### src/rtl/cid_pkg.sv
package cid_pkg;

  typedef enum logic [3:0] {
    OP_NOP       = 4'd0,
    OP_SET_DEST  = 4'd1,
    OP_SET_MODE  = 4'd2,
    OP_READ_MODE = 4'd3,
    OP_SET_MASK  = 4'd4,
    OP_ACK       = 4'd5,
    OP_ENABLE    = 4'd6,
    OP_READ_DEST = 4'd7
  } cidOp_e;

  localparam logic [1:0] DISTR_DIRECT = 2'd0;
  localparam logic [1:0] DISTR_RR     = 2'd1;
  localparam int         TRIG_BIT     = 4;

  // one-cycle strobes from control to datapath
  typedef struct packed {
    logic wrDest;
    logic wrMode;
    logic wrMask;
    logic ack;
    logic rdMode;
    logic rdDest;
  } cidStrobe_t;

endpackage

### src/rtl/cid_ctrl.sv
module cid_ctrl
  import cid_pkg::*;
(
  input  logic       clk,
  input  logic       rstN,
  input  logic       cmdValid,
  input  logic [3:0] cmdOp,
  output cidStrobe_t strb,
  output logic       deliverEn
);

  cidOp_e opc;
  assign opc = cidOp_e'(cmdOp);

  always_comb begin
    strb = '0;
    if (cmdValid) begin
      case (opc)
        OP_SET_DEST:  strb.wrDest = 1'b1;
        OP_SET_MODE:  strb.wrMode = 1'b1;
        OP_SET_MASK:  strb.wrMask = 1'b1;
        OP_ACK:       strb.ack    = 1'b1;
        OP_READ_MODE: strb.rdMode = 1'b1;
        OP_READ_DEST: strb.rdDest = 1'b1;
        default: ;
      endcase
    end
  end

  // global delivery switch, set once by the enable command
  always_ff @(posedge clk or negedge rstN) begin
    if (!rstN)                            deliverEn <= 1'b0;
    else if (cmdValid && opc == OP_ENABLE) deliverEn <= 1'b1;
  end

endmodule

### src/rtl/cid_datapath.sv
module cid_datapath
  import cid_pkg::*;
#(
  parameter int NUM_IRQ  = 4,
  parameter int NUM_CORE = 4,
  parameter int IDX_W    = 2,
  localparam int PW      = (NUM_CORE > 1) ? $clog2(NUM_CORE) : 1
) (
  input  logic                               clk,
  input  logic                               rstN,
  input  cidStrobe_t                         strb,
  input  logic                               deliverEn,
  input  logic [IDX_W-1:0]                   cmdIdx,
  input  logic [31:0]                        cmdData,
  input  logic [NUM_IRQ-1:0]                 irqIn,
  output logic [NUM_CORE-1:0]                coreIrq,
  output logic [31:0]                        readback,
  output logic [NUM_IRQ-1:0][NUM_CORE-1:0]   routeVec,
  output logic [NUM_IRQ-1:0][NUM_CORE-1:0]   destVec,
  output logic [NUM_IRQ-1:0]                 rrModeVec,
  output logic [NUM_IRQ-1:0]                 maskVec
);

  logic [NUM_IRQ-1:0][31:0] modeWord;

  for (genvar gi = 0; gi < NUM_IRQ; gi++) begin : gIrq
    logic                hit;
    logic [NUM_CORE-1:0] destQ;
    logic [1:0]          distrQ;
    logic                trigQ, maskQ, pendQ, syncQ;
    logic [PW-1:0]       ptrQ, selIdx, ptrNext, cand;
    logic                selFound, active, rrMode;

    assign hit    = (cmdIdx == IDX_W'(gi));
    assign rrMode = (distrQ == DISTR_RR);
    assign active = trigQ ? pendQ : syncQ;

    // first destination core at or after the pointer, wrapping
    always_comb begin
      selIdx   = '0;
      selFound = 1'b0;
      cand     = '0;
      for (int k = NUM_CORE - 1; k >= 0; k--) begin
        cand = PW'((int'(ptrQ) + k) % NUM_CORE);
        if (destQ[cand]) begin
          selIdx   = cand;
          selFound = 1'b1;
        end
      end
      ptrNext = PW'((int'(selIdx) + 1) % NUM_CORE);
    end

    always_ff @(posedge clk or negedge rstN) begin
      if (!rstN) begin
        destQ  <= '0;
        distrQ <= DISTR_DIRECT;
        trigQ  <= 1'b0;
        maskQ  <= 1'b1;
        pendQ  <= 1'b0;
        syncQ  <= 1'b0;
        ptrQ   <= '0;
      end else begin
        syncQ <= irqIn[gi];
        if (irqIn[gi] && !syncQ)  pendQ <= 1'b1;
        else if (strb.ack && hit) pendQ <= 1'b0;
        if (strb.wrDest && hit) destQ <= cmdData[NUM_CORE-1:0];
        if (strb.wrMode && hit) begin
          distrQ <= cmdData[1:0];
          trigQ  <= cmdData[TRIG_BIT];
        end
        if (strb.wrMask && hit) maskQ <= cmdData[0];
        if (strb.ack && hit && rrMode && selFound) ptrQ <= ptrNext;
      end
    end

    always_comb begin
      routeVec[gi] = '0;
      if (active && !maskQ && deliverEn) begin
        if (rrMode) routeVec[gi] = {NUM_CORE{selFound}} & (NUM_CORE'(1) << selIdx);
        else        routeVec[gi] = destQ;
      end
    end

    assign modeWord[gi]  = {27'd0, trigQ, 2'b00, distrQ};
    assign destVec[gi]   = destQ;
    assign rrModeVec[gi] = rrMode;
    assign maskVec[gi]   = maskQ;
  end

  always_comb begin
    coreIrq = '0;
    for (int i = 0; i < NUM_IRQ; i++) coreIrq = coreIrq | routeVec[i];
  end

  logic idxOk;
  assign idxOk = (int'(cmdIdx) < NUM_IRQ);

  always_ff @(posedge clk or negedge rstN) begin
    if (!rstN)            readback <= '0;
    else if (strb.rdMode) readback <= idxOk ? modeWord[cmdIdx] : '0;
    else if (strb.rdDest) readback <= idxOk ? 32'(destVec[cmdIdx]) : '0;
  end

endmodule

### src/rtl/common_irq_distributor.sv
module common_irq_distributor
  import cid_pkg::*;
#(
  parameter int NUM_IRQ  = 4,
  parameter int NUM_CORE = 4,
  localparam int IDX_W   = (NUM_IRQ > 1) ? $clog2(NUM_IRQ) : 1
) (
  input  logic                 clk,
  input  logic                 rstN,
  input  logic                 cmdValid,
  input  logic [3:0]           cmdOp,
  input  logic [IDX_W-1:0]     cmdIdx,
  input  logic [31:0]          cmdData,
  output logic [31:0]          readback,
  input  logic [NUM_IRQ-1:0]   irqIn,
  output logic [NUM_CORE-1:0]  coreIrq
);

  cidStrobe_t                        strb;
  logic                              deliverEn;
  logic [NUM_IRQ-1:0][NUM_CORE-1:0]  routeVec, destVec;
  logic [NUM_IRQ-1:0]                rrModeVec, maskVec;

  cid_ctrl uCtrl (
    .clk       (clk),
    .rstN      (rstN),
    .cmdValid  (cmdValid),
    .cmdOp     (cmdOp),
    .strb      (strb),
    .deliverEn (deliverEn)
  );

  cid_datapath #(
    .NUM_IRQ  (NUM_IRQ),
    .NUM_CORE (NUM_CORE),
    .IDX_W    (IDX_W)
  ) uDp (
    .clk       (clk),
    .rstN      (rstN),
    .strb      (strb),
    .deliverEn (deliverEn),
    .cmdIdx    (cmdIdx),
    .cmdData   (cmdData),
    .irqIn     (irqIn),
    .coreIrq   (coreIrq),
    .readback  (readback),
    .routeVec  (routeVec),
    .destVec   (destVec),
    .rrModeVec (rrModeVec),
    .maskVec   (maskVec)
  );

endmodule

### config.mk
export PLATFORM = sky130hd
export DESIGN_NAME = common_irq_distributor
export DESIGN_NICKNAME = d
export VERILOG_FILES = /design/src/rtl/cid_pkg.sv /design/src/rtl/cid_ctrl.sv /design/src/rtl/cid_datapath.sv /design/src/rtl/common_irq_distributor.sv
export SDC_FILE = /design/constraint.sdc
export NUM_CORES = 1
export LEC_CHECK = 0
export BUFFER_PORTS_ARGS = -buffer_cell sky130_fd_sc_hd__buf_2
export CAP_MARGIN = 5
export CORE_ASPECT_RATIO = 0.7
export CORE_MARGIN = 2
export CORE_UTILIZATION = 25
export DETAILED_ROUTE_END_ITERATION = 7
export PLACE_DENSITY_LB_ADDON = 0.05
export SKIP_CTS_REPAIR_TIMING = 1
export SYNTH_ARGS = -nofsm -noshare
export SYNTH_HDL_FRONTEND = slang
export SYNTH_SLANG_ARGS = --single-unit
### constraint.sdc
create_clock -name clk -period 1.9 [get_ports clk]
set_input_delay 0.19 -clock clk [delete_from_list [all_inputs] [get_ports clk]]
set_output_delay 0.19 -clock clk [all_outputs]
set_load 0.05 [all_outputs]
==> impl_metrics.env <==
export IMPL_status="finished with violations"
export IMPL_failing_checks="setup timing"
export IMPL_cell_area_power_density_nw_per_um2=853
export IMPL_cts_tree="built"
export IMPL_clk_root_buffer_cell="sky130_fd_sc_hd__clkbuf_16"
export IMPL_ys_ff_latch=54
export IMPL_clkTransAtPathRegs_ns=0.08
export IMPL_setup_viol=4
export IMPL_first_iteration_detailed_routing_drc_count=107
export IMPL_static_leakage_power_nw=2.02
export IMPL_final_layout_size_suffix_gt1_frac=0.469
export IMPL_clock_latency_of_the_later_clocked_register_in_the_worst_skew_pair_ns=0.30
export IMPL_final_max_slew_viol_count=0
export IMPL_max_cap_viol_count=0
export IMPL_wl_per_cell_um=17.2
export IMPL_pre_cts_slack_ns=-0.336
export IMPL_ir_drop_mv=0.405
export IMPL_critPathMaxFanout=4
export IMPL_number_of_inserted_diodes=0
export IMPL_clock_skew_final_ns=0.00618
export IMPL_cp_end_kind="output pin"
export IMPL_placedInstanceArea_um2=4090
export IMPL_num_vias=2493
export IMPL_setup_worst_path_start_class="register"
export IMPL_postSynthAreaPerCell_um2=11.3
export IMPL_initial_utilization=0.258
export IMPL_grt_pass1_wl_um=15100
export IMPL_holdWs_ns=0.0207
export IMPL_syn_instance_count=303
export IMPL_gp_congestion=0.748
export IMPL_layout_setup_ws_ns=-0.544
export IMPL_finalWirelength_um=9780
export IMPL_num_rows=35
export IMPL_die_width_um=144
export IMPL_fin_crit_ns=2.44
export IMPL_gr_usage_all_layers=0.141
export IMPL_antenna_violations_before_repair=0
export IMPL_port_buffer_count=26
export IMPL_core_area_um2=13200
export IMPL_unrepaired_setup_endpoints_after_global_routing="yes"
export IMPL_synth_distinct_cells=41
export IMPL_fp_dieH_um=102
export IMPL_fmaxAchievable_mhz=409
export IMPL_required_ns=1.71
export IMPL_layout_core_utilization=0.335
export IMPL_first_pass_detailed_route_iteration_total=4
export IMPL_floorplan_io_pins=81
export IMPL_clock_tree_buffer_depth=2
export IMPL_crit_arrival_ns=2.25
export IMPL_synth_async_reset_ratio=1.00
export IMPL_final_period_utilization=1.29
export IMPL_grt_max_degree=55
export IMPL_hp_class="input port to register"
export IMPL_drc_errors=0
export IMPL_clkSinkCount=54
export IMPL_number_of_enable_flip_flop_cells_after_synthesis=0
export IMPL_ys_warnings_count=0
export IMPL_synth_yosys_seq_area_share=0.397
export IMPL_post_synth_instance_area_um2=3410
export IMPL_finalHoldViolations=0
export IMPL_drtAntennaViolNets=0
export IMPL_postSynth_topFlopCell="sky130_fd_sc_hd__dfrtp_1"
export IMPL_finalInstanceArea_um2=4420
export IMPL_grt_remaining_overflow=0
export IMPL_design_die_area_um2=14600
export IMPL_cts_buffers_inserted=5
export IMPL_design_final_nets=445
export IMPL_avgViaCountPerCell=4.38
export IMPL_htree_levels=2
export IMPL_hpwl_um=7510
export IMPL_area_growth_pct=29.6
export IMPL_critical_path_class="register to output pin"
export IMPL_first_global_vias=2464
[synthesized netlist by cell type, drive strengths merged (5+ instances only)]
| master | count | area share |
|---|---|---|
| nor2b | 7 | 0.013 |
| mux2 | 44 | 0.15 |
| nand2b | 9 | 0.016 |
| nand2 | 24 | 0.026 |
| nor2 | 7 | 0.0077 |
| buf | 31 | 0.067 |
| mux2i | 17 | 0.050 |
| mux4 | 7 | 0.047 |
| a22o | 7 | 0.018 |
| a21oi | 10 | 0.015 |
| inv | 17 | 0.019 |
| dfrtp | 50 | 0.37 |
| o221ai | 5 | 0.013 |
| ha | 16 | 0.059 |
[logic make-up (layout without fill, tap and decap cells)]
group	Yosys count	after routing	synth area share
DFF	54	54	0.397
and+or+nand+nor	72	72	0.121
adders and majority gates	16	16	0.0587
other	1	27	0.00110
AOI/OAI and AO/OA	42	42	0.0920
buffers and inverters	50	105	0.0876
muxes	68	68	0.242
[where the power goes]
group	internal, mW	total [mW]	switching (mW)
clock network	0.484	0.918	0.434
logic	0.656	1.45	0.797
registers	1.28	1.40	0.129
[area by class of cell]
cell class | instances | area (um^2)
well taps | 185 | 231
fillers | 1388 | 8800
multi-input cells | 225 | 2030
inverters | 17 | 63.8
repair buffers | 81 | 602
flip-flops and latches | 54 | 1360
clock buffers | 6 | 129
clock inverters | 1 | 7.51
[per-stage QoR]
stage	std cells	total power [mW]	TNS (ns)
after floorplan	329	2.27	-0.0492
after global placement	560	2.74	-0.983
after detailed placement	560	2.74	-1.02
after CTS	567	3.67	-2.37
after global routing	569	4.01	-2.34
final	569	3.78	-2.02
[critical path, cell delays in order, from the launching register on]
cell                       delay (ns)
sky130_fd_sc_hd__dfrtp_2         0.45
sky130_fd_sc_hd__nand2b_4        0.15
sky130_fd_sc_hd__a21o_2          0.19
sky130_fd_sc_hd__o221ai_2        0.08
sky130_fd_sc_hd__inv_2           0.10
sky130_fd_sc_hd__ha_4            0.17
sky130_fd_sc_hd__mux2i_4         0.15
sky130_fd_sc_hd__o22ai_1         0.10
sky130_fd_sc_hd__or3_4           0.40
sky130_fd_sc_hd__buf_8           0.16
[state kept, by name (all words and copies together) (netlist names)]
name             cells
uDp.gIrq.destQ      16
uDp.gIrq.distrQ      8
uDp.gIrq.trigQ       4
uDp.gIrq.pendQ       4
uDp.gIrq.syncQ       4
uDp.gIrq.ptrQ        8
uDp.readback         5
uDp.gIrq.maskQ       4
uCtrl.deliverEn      1
[routing by layer]
| metal | up-vias | track usage | wire length (um) |
|---|---|---|---|
| met5 | - | 0 | 0 |
| met4 | 0 | 0.0271 | 65 |
| met3 | 7 | 0.0251 | 299 |
| met2 | 49 | 0.193 | 4020 |
| met1 | 1232 | 0.226 | 5390 |
| li1 | 1205 | - | - |
[path summary, 6_finish.rpt]
check                                      from                   to  slack (ns)  depth (start not counted)
setup / recovery            uDp.gIrq[1].ptrQ[1]           coreIrq[1]       -0.54                          9
hold / removal                         irqIn[2]    uDp.gIrq[2].syncQ        0.02                          1
setup reg to reg           uDp.gIrq[2].destQ[0]  uDp.gIrq[2].ptrQ[0]        0.14                          4
hold reg to reg                 uDp.readback[1]      uDp.readback[1]        0.46                          2
max in group asynchronous                  rstN    uDp.gIrq[2].maskQ        1.16                          3
min in group asynchronous                  rstN      uDp.readback[4]        0.44                          3
[cell usage in the layout, fill, tap and decap left out, drive strengths merged, types with 7 or more instances in the layout]
master,count
mux2,44
nand2b,9
nor2,7
buf,80
inv,17
ha,16
mux2i,17
nand2,24
conb,27
dfrtp,50
a21oi,10
mux4,7
nor2b,7
a22o,7
No activity file was read; power rests on OpenSTA's default activity.
